--- config.mk ---
export PLATFORM = sky130hd
export DESIGN_NAME = gpio_evt_irq
export DESIGN_NICKNAME = d
export VERILOG_FILES = /design/src/rtl/gpio_evt_pkg.sv /design/src/rtl/gpio_evt_sync.sv /design/src/rtl/gpio_evt_detect.sv /design/src/rtl/gpio_evt_regs.sv /design/src/rtl/gpio_evt_irq.sv
export SDC_FILE = /design/constraint.sdc
export NUM_CORES = 1
export LEC_CHECK = 0
export BUFFER_PORTS_ARGS = -buffer_cell sky130_fd_sc_hd__clkbuf_2
export CAP_MARGIN = 25
export CORE_MARGIN = 5
export CORE_UTILIZATION = 62
export CTS_CLUSTER_SIZE = 30
export DETAILED_ROUTE_END_ITERATION = 10
export HOLD_SLACK_MARGIN = 0.02
export PLACE_DENSITY = 0.87
export SYNTH_ARGS = -nofsm -noshare
export SYNTH_HDL_FRONTEND = slang
export SYNTH_SLANG_ARGS = --single-unit
--- constraint.sdc ---
create_clock -name clk -period 2.55 [get_ports clk]
set_input_delay 0.255 -clock clk [delete_from_list [all_inputs] [get_ports clk]]
set_output_delay 0.255 -clock clk [all_outputs]
set_load 0.03 [all_outputs]
--- src/rtl/gpio_evt_pkg.sv ---
// Shared constants for the GPIO event interrupt controller.
// Assumes word addressing on a 3-bit register port.
package gpio_evt_pkg;
    localparam int unsigned ADDR_W = 3;
    localparam int unsigned CODE_W = 3;
    localparam int unsigned SLOT_W = 4;
    localparam int unsigned PINS_PER_MODE = 8;

    typedef enum logic [CODE_W-1:0] {
        TRIG_FALL = 3'b000,
        TRIG_RISE = 3'b001,
        TRIG_LOW  = 3'b010,
        TRIG_HIGH = 3'b011,
        TRIG_BOTH = 3'b100
    } trig_e;

    localparam logic [ADDR_W-1:0] A_ENABLE   = 3'd0;
    localparam logic [ADDR_W-1:0] A_STATUS   = 3'd1;
    localparam logic [ADDR_W-1:0] A_STAT_CLR = 3'd2;
    localparam logic [ADDR_W-1:0] A_MASK     = 3'd3;
    localparam logic [ADDR_W-1:0] A_MASK_CLR = 3'd4;
    localparam logic [ADDR_W-1:0] A_MODE_LO  = 3'd5;
    localparam logic [ADDR_W-1:0] A_MODE_HI  = 3'd6;
endpackage

--- src/rtl/gpio_evt_sync.sv ---
// Two-flop synchroniser for a vector of asynchronous pins.
// Assumes each bit is an independent signal (no bus coherency needed).
module gpio_evt_sync #(
    parameter int unsigned WIDTH = 12
) (
    input  logic             clk,
    input  logic             rst_n,
    input  logic [WIDTH-1:0] async_in,
    output logic [WIDTH-1:0] sync_out
);
    logic [WIDTH-1:0] meta_q;
    logic [WIDTH-1:0] sync_q;

    // Shift each pin through two flops to settle metastability.
    always_ff @(posedge clk) begin
        if (!rst_n) begin
            meta_q <= '0;
            sync_q <= '0;
        end else begin
            meta_q <= async_in;
            sync_q <= meta_q;
        end
    end

    assign sync_out = sync_q;
endmodule

--- src/rtl/gpio_evt_detect.sv ---
// Per-pin event detector: compares each synchronised pin with its value one
// cycle earlier and decodes the pin's 3-bit trigger code into a hit pulse.
// Assumes synchronised inputs; unknown codes produce no hit.
module gpio_evt_detect
    import gpio_evt_pkg::*;
#(
    parameter int unsigned NPINS = 12
) (
    input  logic                    clk,
    input  logic                    rst_n,
    input  logic [NPINS-1:0]        level,
    input  logic [NPINS-1:0][CODE_W-1:0] code,
    output logic [NPINS-1:0]        hit
);
    logic [NPINS-1:0] prev_q;

    // Hold last cycle's synchronised level for edge comparison.
    always_ff @(posedge clk) begin
        if (!rst_n) prev_q <= '0;
        else        prev_q <= level;
    end

    for (genvar i = 0; i < NPINS; i++) begin : g_pin
        // Decode this pin's trigger code against current and previous level.
        always_comb begin
            unique case (code[i])
                TRIG_FALL: hit[i] =  prev_q[i] & ~level[i];
                TRIG_RISE: hit[i] = ~prev_q[i] &  level[i];
                TRIG_LOW:  hit[i] = ~level[i];
                TRIG_HIGH: hit[i] =  level[i];
                TRIG_BOTH: hit[i] =  prev_q[i] ^  level[i];
                default:   hit[i] = 1'b0;
            endcase
        end
    end
endmodule

--- src/rtl/gpio_evt_regs.sv ---
// Register file: enable, mask, pending bits and packed trigger codes, with
// write-one clear/set ports and a combinational read mux.
// Assumes NPINS <= 16 (two mode words of eight 4-bit slots) and NPINS <= DATA_W.
module gpio_evt_regs
    import gpio_evt_pkg::*;
#(
    parameter int unsigned NPINS  = 12,
    parameter int unsigned DATA_W = 32
) (
    input  logic                         clk,
    input  logic                         rst_n,
    input  logic [ADDR_W-1:0]            addr,
    input  logic [DATA_W-1:0]            wdata,
    input  logic                         wr_en,
    input  logic                         rd_en,
    output logic [DATA_W-1:0]            rdata,
    input  logic [NPINS-1:0]             hit,
    output logic [NPINS-1:0]             enable_q,
    output logic [NPINS-1:0]             mask_q,
    output logic [NPINS-1:0]             status_q,
    output logic [NPINS-1:0][CODE_W-1:0] code_q
);
    localparam int unsigned MODE_WORDS = 2;

    logic [NPINS-1:0]  wbits;
    logic              we_enable, we_clr, we_mset, we_mclr;
    logic [MODE_WORDS-1:0] we_mode;
    logic [NPINS-1:0]  clr_vec;
    logic [DATA_W-1:0] mode_rd [MODE_WORDS];
    logic              unused_wdata_bits;

    assign wbits     = wdata[NPINS-1:0];
    assign we_enable = wr_en && (addr == A_ENABLE);
    assign we_clr    = wr_en && (addr == A_STAT_CLR);
    assign we_mset   = wr_en && (addr == A_MASK);
    assign we_mclr   = wr_en && (addr == A_MASK_CLR);
    assign we_mode[0] = wr_en && (addr == A_MODE_LO);
    assign we_mode[1] = wr_en && (addr == A_MODE_HI);
    assign clr_vec   = we_clr ? wbits : '0;
    assign unused_wdata_bits = ^wdata;

    // Enable register: plain read/write.
    always_ff @(posedge clk) begin
        if (!rst_n)         enable_q <= '0;
        else if (we_enable) enable_q <= wbits;
    end

    // Mask register: ones written to one address set, to another clear.
    always_ff @(posedge clk) begin
        if (!rst_n) mask_q <= '1;
        else        mask_q <= (mask_q | (we_mset ? wbits : '0))
                              & ~(we_mclr ? wbits : '0);
    end

    // Pending bits: sticky, cleared by write-one, new events win over clear.
    always_ff @(posedge clk) begin
        if (!rst_n) status_q <= '0;
        else        status_q <= (status_q & ~clr_vec) | (hit & enable_q);
    end

    // Trigger codes: each pin loads its slot from its mode word.
    always_ff @(posedge clk) begin
        if (!rst_n) begin
            code_q <= '0;
        end else begin
            for (int i = 0; i < NPINS; i++) begin
                if (we_mode[i / PINS_PER_MODE])
                    code_q[i] <= wdata[(i % PINS_PER_MODE) * SLOT_W +: CODE_W];
            end
        end
    end

    // Pack trigger codes back into the two mode words for readback.
    always_comb begin
        for (int w = 0; w < MODE_WORDS; w++) mode_rd[w] = '0;
        for (int i = 0; i < NPINS; i++)
            mode_rd[i / PINS_PER_MODE][(i % PINS_PER_MODE) * SLOT_W +: CODE_W] = code_q[i];
    end

    // Read mux; returns zero when no read is strobed.
    always_comb begin
        rdata = '0;
        if (rd_en) begin
            unique case (addr)
                A_ENABLE:  rdata[NPINS-1:0] = enable_q;
                A_STATUS:  rdata[NPINS-1:0] = status_q;
                A_MASK:    rdata[NPINS-1:0] = mask_q;
                A_MODE_LO: rdata = mode_rd[0];
                A_MODE_HI: rdata = mode_rd[1];
                default:   rdata = '0;
            endcase
        end
    end
endmodule

--- src/rtl/gpio_evt_irq.sv ---
// Top of the GPIO event interrupt controller: synchroniser, per-pin event
// detector and register file, with one combined interrupt output.
// Assumes a single clock domain for the register port; pins are asynchronous.
module gpio_evt_irq
    import gpio_evt_pkg::*;
#(
    parameter int unsigned NPINS  = 12,
    parameter int unsigned DATA_W = 32
) (
    input  logic              clk,
    input  logic              rst_n,
    input  logic [ADDR_W-1:0] bus_addr,
    input  logic [DATA_W-1:0] bus_wdata,
    input  logic              bus_wr_en,
    input  logic              bus_rd_en,
    output logic [DATA_W-1:0] bus_rdata,
    input  logic [NPINS-1:0]  pin_in,
    output logic              irq
);
    logic [NPINS-1:0]             pin_sync;
    logic [NPINS-1:0]             hit;
    logic [NPINS-1:0]             enable_q;
    logic [NPINS-1:0]             mask_q;
    logic [NPINS-1:0]             status_q;
    logic [NPINS-1:0][CODE_W-1:0] code_q;

    gpio_evt_sync #(.WIDTH(NPINS)) u_sync (
        .clk      (clk),
        .rst_n    (rst_n),
        .async_in (pin_in),
        .sync_out (pin_sync)
    );

    gpio_evt_detect #(.NPINS(NPINS)) u_detect (
        .clk   (clk),
        .rst_n (rst_n),
        .level (pin_sync),
        .code  (code_q),
        .hit   (hit)
    );

    gpio_evt_regs #(.NPINS(NPINS), .DATA_W(DATA_W)) u_regs (
        .clk      (clk),
        .rst_n    (rst_n),
        .addr     (bus_addr),
        .wdata    (bus_wdata),
        .wr_en    (bus_wr_en),
        .rd_en    (bus_rd_en),
        .rdata    (bus_rdata),
        .hit      (hit),
        .enable_q (enable_q),
        .mask_q   (mask_q),
        .status_q (status_q),
        .code_q   (code_q)
    );

    // Raise the request while any pending, enabled pin is unmasked.
    assign irq = |(status_q & enable_q & ~mask_q);
endmodule

# == Yosys cells after proc, flatten, opt, wreduce, memory -nomap -nowiden ==
# Cells that the tools add are included.
# totals
ff_bits,108
out_inout_bits,33
wordCells,180
# classes
eq_ne,54
n_mux,18
n_bitwise,70
reduce_logical,20
# op_table
op,n
"3-bit by 2-bit == test with 1-bit output, second input constant",26
12-bit bitwise AND,5
1-bit case mux with 5 select lines,12
12-bit case mux with 5 select lines,1
"3-bit == test, second input constant",15
"3-bit by 1-bit == test with 1-bit output, second input constant",13
3-bit logical NOT,13
19-bit case mux with 2 select lines,1
12-bit 2-to-1 mux,3
12-bit NOT,3
32-bit 2-to-1 mux,1
1-bit bitwise AND,24
1-bit NOT,24
12-bit OR,2
12-bit OR reduction,1
1-bit bitwise XOR,12
1-bit logical AND,6

# == Logic depth before layout (Yosys ltp) ==
# Gate-level depths: netlist of run 1.
# depth
word_depth,6
ltp_mapped,6

# == Modules after synthesis ==
# From an unflattened synthesis of run 1, not the netlist that was laid out.
# hier_totals
cells_unflattened,618
area_unflattened_um2,5492.8
# modules_own_cells
module,n_inst,cells_per_inst,area_per_inst_um2,seq_area_each_um2
gpio_evt_regs,1,418,3457.1,1441.4
gpio_evt_detect,1,133,1252.5,240.2
gpio_evt_sync,1,50,675.6,480.5
gpio_evt_irq,1,17,107.6,0.0

# == Worst setup path after synthesis of run 1 ==
# OpenSTA, ideal clock, no wires.
# synth_timing
path_type,input -> output
from,input bus_addr[2]
to,output bus_rdata[16]
arrival_time_ps,1718
t_required_ps,2295
setup_slack_ps,577
cell_stages,4
n_path_buf,2
path_cell_list,buf_2 -> inv_1 -> clkbuf_1 -> nor4_1
# synth_between
elab_chain_len,3
word_cells_on_any_way,4
cone_classes,eq/ne: 2; mux: 2
# synth_rtl
item,line,text
from (decl),gpio_evt_irq.sv:12,"input logic [ADDR_W-1:0] bus_addr,"
3-bit == test,gpio_evt_regs.sv:84,unique case (addr)
19-bit case mux with 2 select lines (*),gpio_evt_regs.sv:84,
32-bit 2-to-1 mux (*),gpio_evt_regs.sv:83,if (rd_en) begin
to (decl),gpio_evt_irq.sv:16,"output logic [DATA_W-1:0] bus_rdata,"
# Mark *: on every way between the ends. The rest lies on a longest branch, timed or not.

# == Worst setup path after layout of run 1 ==
# layout_timing
from,register u_regs.mask_q[7]
to,output irq
# layout_between
elab_chain_len,3
# layout_rtl
item,line,text
from (decl),gpio_evt_regs.sv:19,"output logic [NPINS-1:0] mask_q,"
from (signal assigned),gpio_evt_regs.sv:51,else mask_q <= (mask_q | (we_mset ? wbits : '0))
12-bit NOT,gpio_evt_irq.sv:58,assign irq = |(status_q & enable_q & ~mask_q);
12-bit bitwise AND,gpio_evt_irq.sv:58,
12-bit OR reduction,gpio_evt_irq.sv:58,
to (decl),gpio_evt_irq.sv:18,output logic irq
# No other way between the ends.

==> results of run 1 <==
-- layer usage --
| metal | up-vias | global-route usage [%] | wire [um] |
|---|---|---|---|
| met3 | 34 | 4.69 | 1070 |
| met4 | 0 | 8.58 | 343 |
| met2 | 191 | 41.4 | 6620 |
| met1 | 2289 | 32.4 | 5640 |
| li1 | 2382 | - | - |
| met5 | - | 0 | 0 |
-- area by class of cell --
| class | count | area share (%) |
|---|---|---|
| multi-input cells | 458 | 48.0 |
| flip-flops and latches | 108 | 34.8 |
| repair buffers | 94 | 8.41 |
| inverters | 53 | 3.20 |
| clock buffers | 12 | 2.50 |
| well taps | 108 | 2.17 |
| clock inverters | 4 | 0.906 |
-- worst max-delay path, stage by stage, from the launching register on --
cell and delay (ps):
dfxtp_1 370, nand3b_1 180, nand4_1 100, or4_1 530, clkbuf_2 210
-- power by group --
| group | leakage, nW | total, W | switching, W | internal (W) |
|---|---|---|---|---|
| clock network | 0.107 | 0.00109 | 0.000579 | 0.000516 |
| logic | 1.51 | 0.000341 | 0.000205 | 0.000136 |
| registers | 0.879 | 0.00177 | 0.0000360 | 0.00173 |
-- path summary, 6_finish.rpt --
check	startpoint	to	slack (ps)	depth (start not counted)
min reg2reg	u_sync.meta_q[9]	u_sync.sync_out[9]	440	1
max	u_regs.mask_q[7]	irq	540	4
max reg2reg	u_sync.sync_out[4]	u_regs.status_q[4]	1060	5
min	pin_in[0]	u_sync.meta_q[0]	80	2
-- cell usage in the layout, fill, tap and decap left out, types with 11 or more instances in the layout --
cell type,synthesis,routed
a21boi_0,35,35
a21boi_1,13,13
a21oi_1,12,12
and2_1,55,55
buf_4,6,21
clkbuf_2,0,72
clkbuf_8,0,11
dfxtp_1,108,108
ha_1,24,24
inv_1,53,53
mux2i_1,21,21
nand2_1,109,109
nor2b_1,23,23
o211ai_1,21,21
o21ai_0,32,32
-- kinds of logic (layout without fill, tap and decap cells) --
logic type | after synthesis | after routing | synth area share [%]
and+or+nand+nor | 248 | 248 | 23.8
muxes | 21 | 21 | 3.79
buffers and inverters | 95 | 163 | 7.44
adders and majority gates | 24 | 24 | 5.41
AOI/OAI and AO/OA | 159 | 159 | 20.3
other | 1 | 5 | 0.0676
DFF | 108 | 108 | 39.0
xor gates and xnor gates | 1 | 1 | 0.158
-- registers in the layout, indices dropped and copies added, names as in the netlist --
name,cells
u_regs.enable_q,12
u_regs.status_q,12
u_regs.code_q,36
u_detect.prev_q,12
u_sync.sync_out,12
u_sync.meta_q,12
u_regs.mask_q,12
-- through the flow --
step	cell area [um2]	util [%]	cells	hold slack, ps	worst slack (ps)
global placement	6010	68.9	821	413	584
finish	6220	71.3	837	82.8	542
detailed placement	6010	68.9	821	418	580
CTS	6220	71.3	837	79.5	557
floorplan	5560	-	661	382	577
global route	6220	71.3	837	74.6	417
==> flow_summary.toml, run 1 <==
[logic_synthesis]
yosys.cell_count.top_type = "nand2_1"
ys_warn_count = 0
yosysTopAreaCell = "dfxtp_1"
synth_cell_types = 45
ys_ff_latch = 108
postSynthCellCount = 657
synth_flop_cell = "dfxtp_1"
netlist_area_mm2 = 0.00555
synthTopCellsByArea = "dfxtp_1, nand2_1, and2_1"
postSynthAreaPerCell_um2 = 8.44
yosys.area.top_type_share_pct = 39.0
synthTopCellsByCount = "nand2_1, dfxtp_1, and2_1, inv_1, a21boi_0"
synth_edf_count = 0
async_flop_share_pct = 0
ys_seq_area_share_pct = 39.0

[routing]
num_vias = 4896
wl_um = 13700
detail-route-antenna-nets = 0
initialDrtViolationCount = 395
wl_per_cell_um = 16.3
vias_per_cell = 5.85
drt_pre_antenna_iters = 5
drcViolationCount = 0

[clocking]
clk_latency_ps = 370
cts_tree = "yes"
root_buffer = "clkbuf_8"
clkSlewWorstSetupHoldPaths_ps = 100
cts_setup_buffers = 0
cts.sinks = 108
cts.path.max_buffers = 2
cts_buffers = 9
postCtsHoldBufs = 0
cts_max_level = 3
cts_resized = 0

[placed_design]
portBuffers = 73
finalWeightedCongestion = 0.898
dp_hpwl_um = 9990

[timing]
hold_viol = 0
slew_headroom_pct = 52.7
tightestPinTransition_ps = 705
clock.fmax_mhz = 498
rsz0062_at_grt = "false"
fin_crit_sh_pct = 78.7
fin_tns_setup_ps = 0
fin_skew_ps = 8.61
setup_viol = 0
slew_violations = 0
final.min_clock_period_ps = 2010

[outcome]
status = "completed"

[layout]
area_delta_synth_final_pct = 12.1
nFillCells = 644
drive_gt1_share_pct = 15.5
regArea_mm2 = 0.00216
multi_input_area_mm2 = 0.00299
final_net_count = 799
antennaDiodeCount = 0

[floorplan]
core_mm2 = 0.00872
start_util_pct = 63.6
pin_count = 84
die_x_um = 105
die_height_um = 105
dieArea_mm2 = 0.0109
fp-row-count = 34

[flow_run]
drv_cap = 0

[worst_setup_path]
endpoint_kind = "output port"
crit_fanout = 3
start_kind = "flop"
criticalPathCategory = "flop to output port"
arrival_ps = 1750
worstPathRequired_ps = 2300

[global_routing]
track_usage_pct = 24.8
gr-total-overflow = 0
grt_max_degree = 39
grt_pass1_vias = 4734
antenna_found_initial = 0
grt_pass1_wl_um = 22700

[min_path]
hold_path_class = "input pin to flop"

[power]
power.density_mw_per_mm2 = 515
p_total_w = 0.00320
ir_drop_uv = 306
p_leak_nw = 2.49
Power figures use the tool's default switching activity.
==> run 2: changes to the inputs <==
CORE_UTILIZATION = 52   (was 62)
PLACE_DENSITY = 0.78   (was 0.87)
clock period = 1.8 ns   (was 2.55 ns; I/O delays follow)
==> run 2 against run 1 <==
Against the previous run:
- the run now ends with setup timing left
- clock skew increased by 4.2 ps
- global-route usage is 1.6 points lower
- core utilization decreased by 8.2 points
- clock power increased by 24%
- non-clock buffer count up 33
- wire length grew 9.1%
- largest cell class unchanged
==> flow_summary.toml, run 2 (synthesis results as in run 1) <==
[clocking]
clkSlewWorstSetupHoldPaths_ps = 100
cts_tree = "yes"
root_buffer = "clkbuf_8"
cts.sinks = 108
cts_max_level = 3
cts.path.max_buffers = 2
cts_buffers = 9
clk_latency_ps = 380

[worst_setup_path]
crit_slowest_cell = "or4_4"
path_cells = "nand3b_1 > nand4_1 > or4_4 > buf_8"
crit_family = "simple AND/OR/NAND/NOR gates"
max_stage_delay_ps = 570
criticalPathCategory = "flop to output port"
worst-path-buf-inv = 1
timing.rr.start = "u_sync.sync_out[4]"
crit_fanout = 2
arrival_ps = 1690
worstPathRequired_ps = 1620
startpoint = "u_regs.mask_q[0]"
start_kind = "flop"
endpoint_kind = "output port"

[floorplan]
start_util_pct = 53.5
core_mm2 = 0.0104
pin_count = 84
die_height_um = 113
fp-row-count = 37
die_x_um = 113
dieArea_mm2 = 0.0128

[global_routing]
grt_pass1_wl_um = 23900
use_met3_pct = 4.55
use_met2_pct = 40.0
grt_pass1_vias = 5009
busiest_layer = "met2"
gr-total-overflow = 0
use_met1_pct = 28.0
grt_max_degree = 29
antenna_found_initial = 0
track_usage_pct = 23.2

[timing]
fin_skew_ps = 12.8
rsz0062_at_grt = "true"
worst_slack_ps = -71.2
fin_tns_setup_ps = -71.2
slew_violations = 0
setup_viol = 1
clock.fmax_mhz = 534
fin_crit_sh_pct = 104
final.min_clock_period_ps = 1870
hold_viol = 0

[layout]
largest_reg_flops = 36
final_common_cell = "nand2_1"
layout_common_cells = "nand2_1, dfxtp_1, clkbuf_2"
final_net_count = 832
drive_gt1_share_pct = 18.0
design_area_mm2 = 0.00655
top_register = "u_regs.code_q"
area_delta_synth_final_pct = 18.0
antennaDiodeCount = 0

[min_path]
hp-start = "bus_wdata[13]"
hold_path_class = "input pin to flop"

[outcome]
status = "complete, but fails checks"
failed_checks = "setup timing"

[placed_design]
place_area_mm2 = 0.00617
portBuffers = 73
dpl_worst_slack_ps = 32.3
dp_hpwl_um = 10800
finalWeightedCongestion = 0.939

[routing]
drt_pre_antenna_iters = 5
wl_um = 14900
vias_per_cell = 5.66
detail-route-antenna-nets = 0
drcViolationCount = 0
wl_per_cell_um = 16.6
num_vias = 5084
initialDrtViolationCount = 301

[flow_run]
drv_cap = 0

[power]
power.density_mw_per_mm2 = 672
ir_drop_uv = 332
p_leak_nw = 2.62
run 2: cell count changes in the layout (fill, tap and decap cells not counted), sizes merged:
cell and change:
dlygate4sd3 +16, inv -1, buf +18, clkbuf -1, clkinvlp +2, bufinv -1
run 2: repair_timing:
action | CTS | global route
gates resized for setup | 9 | 6
endpoints found under the setup margin | 2 | 15
hold buffers | 15 | 1
pin swaps | 2 | 0
gates cloned | 0 | 0
setup buffers | 2 | 0
endpoints found under the hold margin | 15 | 1
run 2: worst min-delay path, stage by stage:
cell and delay (ps):
clkbuf_2 90, nand2_1 50, a21boi_1 50
run 2: cell type report:
type,count,area (um2)
clock buffers,12,145
clock inverters,4,25.0
fillers,901,3820
inverters,53,199
multi-input cells,458,3000
flip-flops and latches,108,2170
well taps,136,170
repair buffers,127,836
run 2: worst paths after layout:
kind         cells past startpoint  slack [ps]                 end
max                              4         -70                 irq
min                              3          30   u_regs.code_q[10]
max reg2reg                      5         420  u_regs.status_q[4]
min reg2reg                      1         430  u_sync.sync_out[1]
run 2: where the power goes:
group          switching [W]  leakage, nW  total (W)  internal, W
Sequential         0.0000517        0.877    0.00250      0.00245
Clock               0.000810       0.0824    0.00135     0.000539
Combinational       0.000309         1.66   0.000545     0.000236
run 2: routing by layer:
layer	vias up	share of wire [%]
met5	-	0
met3	46	7.0
met1	2411	40
met2	182	49
li1	2445	-
met4	0	3.1
run 2: stage by stage:
stage	total power [W]	hold slack, ps	instances	utilization, %
finish	0.00440	34.3	898	63.1
global route	0.00459	30.0	898	63.1
CTS	0.00441	20.5	897	62.9
detailed placement	0.00306	391	864	59.5
global placement	0.00303	385	864	59.5
floorplan	0.00286	307	661	-
==> run 3: changes to the inputs <==
ABC_AREA = 1   (was not set)
CORE_UTILIZATION = 51   (was 52)
PLACE_DENSITY = 0.77   (was 0.78)
==> run 3 against run 2 <==
Against the previous run:
- the flow now finishes without violations
- first-iteration DRC count rose by 22%
- maximum frequency rose by 10%
- via count decreased by 5.2%
- die area shrank 1.0%
- wire length is 17% lower
- register-to-register slack gained 80 ps
- clock power increased by 29%
- flip-flop and latch count unchanged
- worst setup slack better by 170 ps
- global-route usage decreased by 3.3 points
==> flow_summary.toml, run 3 <==
[outcome]
status = "completed"

[routing]
wl_um = 12400
drcViolationCount = 0
initialDrtViolationCount = 367
wl_per_cell_um = 12.7
vias_per_cell = 4.93
detail-route-antenna-nets = 0
num_vias = 4821
drt_pre_antenna_iters = 5

[timing]
fin_tns_setup_ps = 0
tightestPinTransition_ps = 555
fin_skew_ps = 11.4
slew_headroom_pct = 62.9
fin_crit_sh_pct = 94.4
clock.fmax_mhz = 589
rsz0062_at_grt = "false"
hold_viol = 0
final.min_clock_period_ps = 1700
fin_hold_ws_ps = 62.7
setup_viol = 0
slew_violations = 0

[logic_synthesis]
synth_cell_types = 31
synthTopCellsByArea = "dfxtp_1, nand2_1, inv_1"
synthTopCellsByCount = "nand2_1, inv_1, dfxtp_1, a21oi_1, o21ai_0"
yosys.cell_count.top_type = "nand2_1"
ys_seq_area_share_pct = 40.2
postSynthCellCount = 760
postSynthAreaPerCell_um2 = 7.08
ys_ff_latch = 108
async_flop_share_pct = 0
synth_edf_count = 0
ys_warn_count = 0
yosysTopAreaCell = "dfxtp_1"
netlist_area_mm2 = 0.00538
synth_flop_cell = "dfxtp_1"
yosys.area.top_type_share_pct = 40.2

[worst_setup_path]
start_kind = "flop"
arrival_ps = 1520
criticalPathCategory = "flop to output port"
endpoint_kind = "output port"
worstPathRequired_ps = 1620
crit_fanout = 3

[power]
power.density_mw_per_mm2 = 778
p_total_w = 0.00480
ir_drop_uv = 385
p_leak_nw = 2.95

[placed_design]
finalWeightedCongestion = 0.846
dp_hpwl_um = 8920
portBuffers = 73
place_area_mm2 = 0.00580

[global_routing]
track_usage_pct = 19.9
grt_max_degree = 43
grt_pass1_vias = 4475
antenna_found_initial = 0
gr-total-overflow = 0
grt_pass1_wl_um = 20900

[layout]
final_net_count = 911
area_delta_synth_final_pct = 14.7
largest_reg_flops = 36
antennaDiodeCount = 0
fin_util_pct = 59.8
top_register = "u_regs.code_q"
design_area_mm2 = 0.00617
final_common_cell = "nand2_1"
layout_common_cells = "nand2_1, inv_1, dfxtp_1"
drive_gt1_share_pct = 15.1

[min_path]
hold_path_class = "input pin to flop"

[clocking]
cts_max_level = 3
cts_setup_buffers = 0
clkSlewWorstSetupHoldPaths_ps = 110
cts_tree = "yes"
root_buffer = "clkbuf_8"
cts_buffers = 9
clk_latency_ps = 370
cts.path.max_buffers = 2
cts.sinks = 108

[floorplan]
dieArea_mm2 = 0.0127
core_mm2 = 0.0103
pin_count = 84
die_height_um = 113
die_x_um = 113
fp-row-count = 37
start_util_pct = 52.1

[flow_run]
drv_cap = 0
## run 3: area by class of cell
| type | instances | area [um2] |
|---|---|---|
| Multi-Input combinational cell | 479 | 2460 |
| Tap cell | 136 | 170 |
| Clock buffer | 9 | 124 |
| Fill cell | 964 | 4160 |
| Clock inverter | 7 | 119 |
| Timing Repair Buffer | 94 | 583 |
| Inverter | 144 | 548 |
| Sequential cell | 108 | 2160 |
## run 3: metal layers
metal	vias to the layer above	track usage, %	wire (um)
met5	-	0	0
met4	0	6.73	247
met3	25	3.37	591
met2	103	31.8	5690
met1	2158	27.3	5850
li1	2535	-	-
## run 3: cell families after synthesis
group                    count (synthesis)  share of synthesized area [%]
flip-flops                             108                           40.2
other                                    1                         0.0697
AND/OR/NAND/NOR                        273                           21.8
buffers and inverters                  177                           14.3
adder cells (fa/ha/maj)                 24                           5.58
AO/OA/AOI/OAI                          177                           18.0
## run 3: power breakdown
group / leakage, nW / internal (W) / switching (W) / total (W)
Combinational: 1.95 / 0.000192 / 0.000349 / 0.000542
Clock: 0.120 / 0.000823 / 0.000914 / 0.00174
Sequential: 0.881 / 0.00247 / 0.0000517 / 0.00252
Total: 2.95 / 0.00348 / 0.00132 / 0.00480
## run 3: through the flow
stage	setup slack [ps]	std cells
floorplan	257	764
detailed placement	219	949
finish	101	977
global placement	213	949
global route	0.456	977
CTS	19.5	977
## run 3: critical path, stage by stage, from the launching register on
cell and delay [ps]:
dfxtp_1 340, inv_1 60, o21ai_0 320, nor2_1 80, a21oi_1 130, clkbuf_2 220
## run 3: timing repair
item                                    CTS  global route
hold endpoints to repair                 12             0
hold buffers                             12             0
resized for setup                         0            10
endpoints found under the setup margin    0             5
## run 3: worst paths after layout
kind / endpoint / depth (start not counted) / slack, ps / startpoint
setup reg to reg: u_regs.status_q[3] / 7 / 500 / u_sync.sync_out[3]
hold reg to reg: u_sync.sync_out[11] / 2 / 410 / u_sync.meta_q[11]
setup / recovery: bus_rdata[6] / 5 / 100 / u_regs.code_q[5]
hold / removal: u_regs.code_q[18] / 3 / 60 / bus_wdata[24]
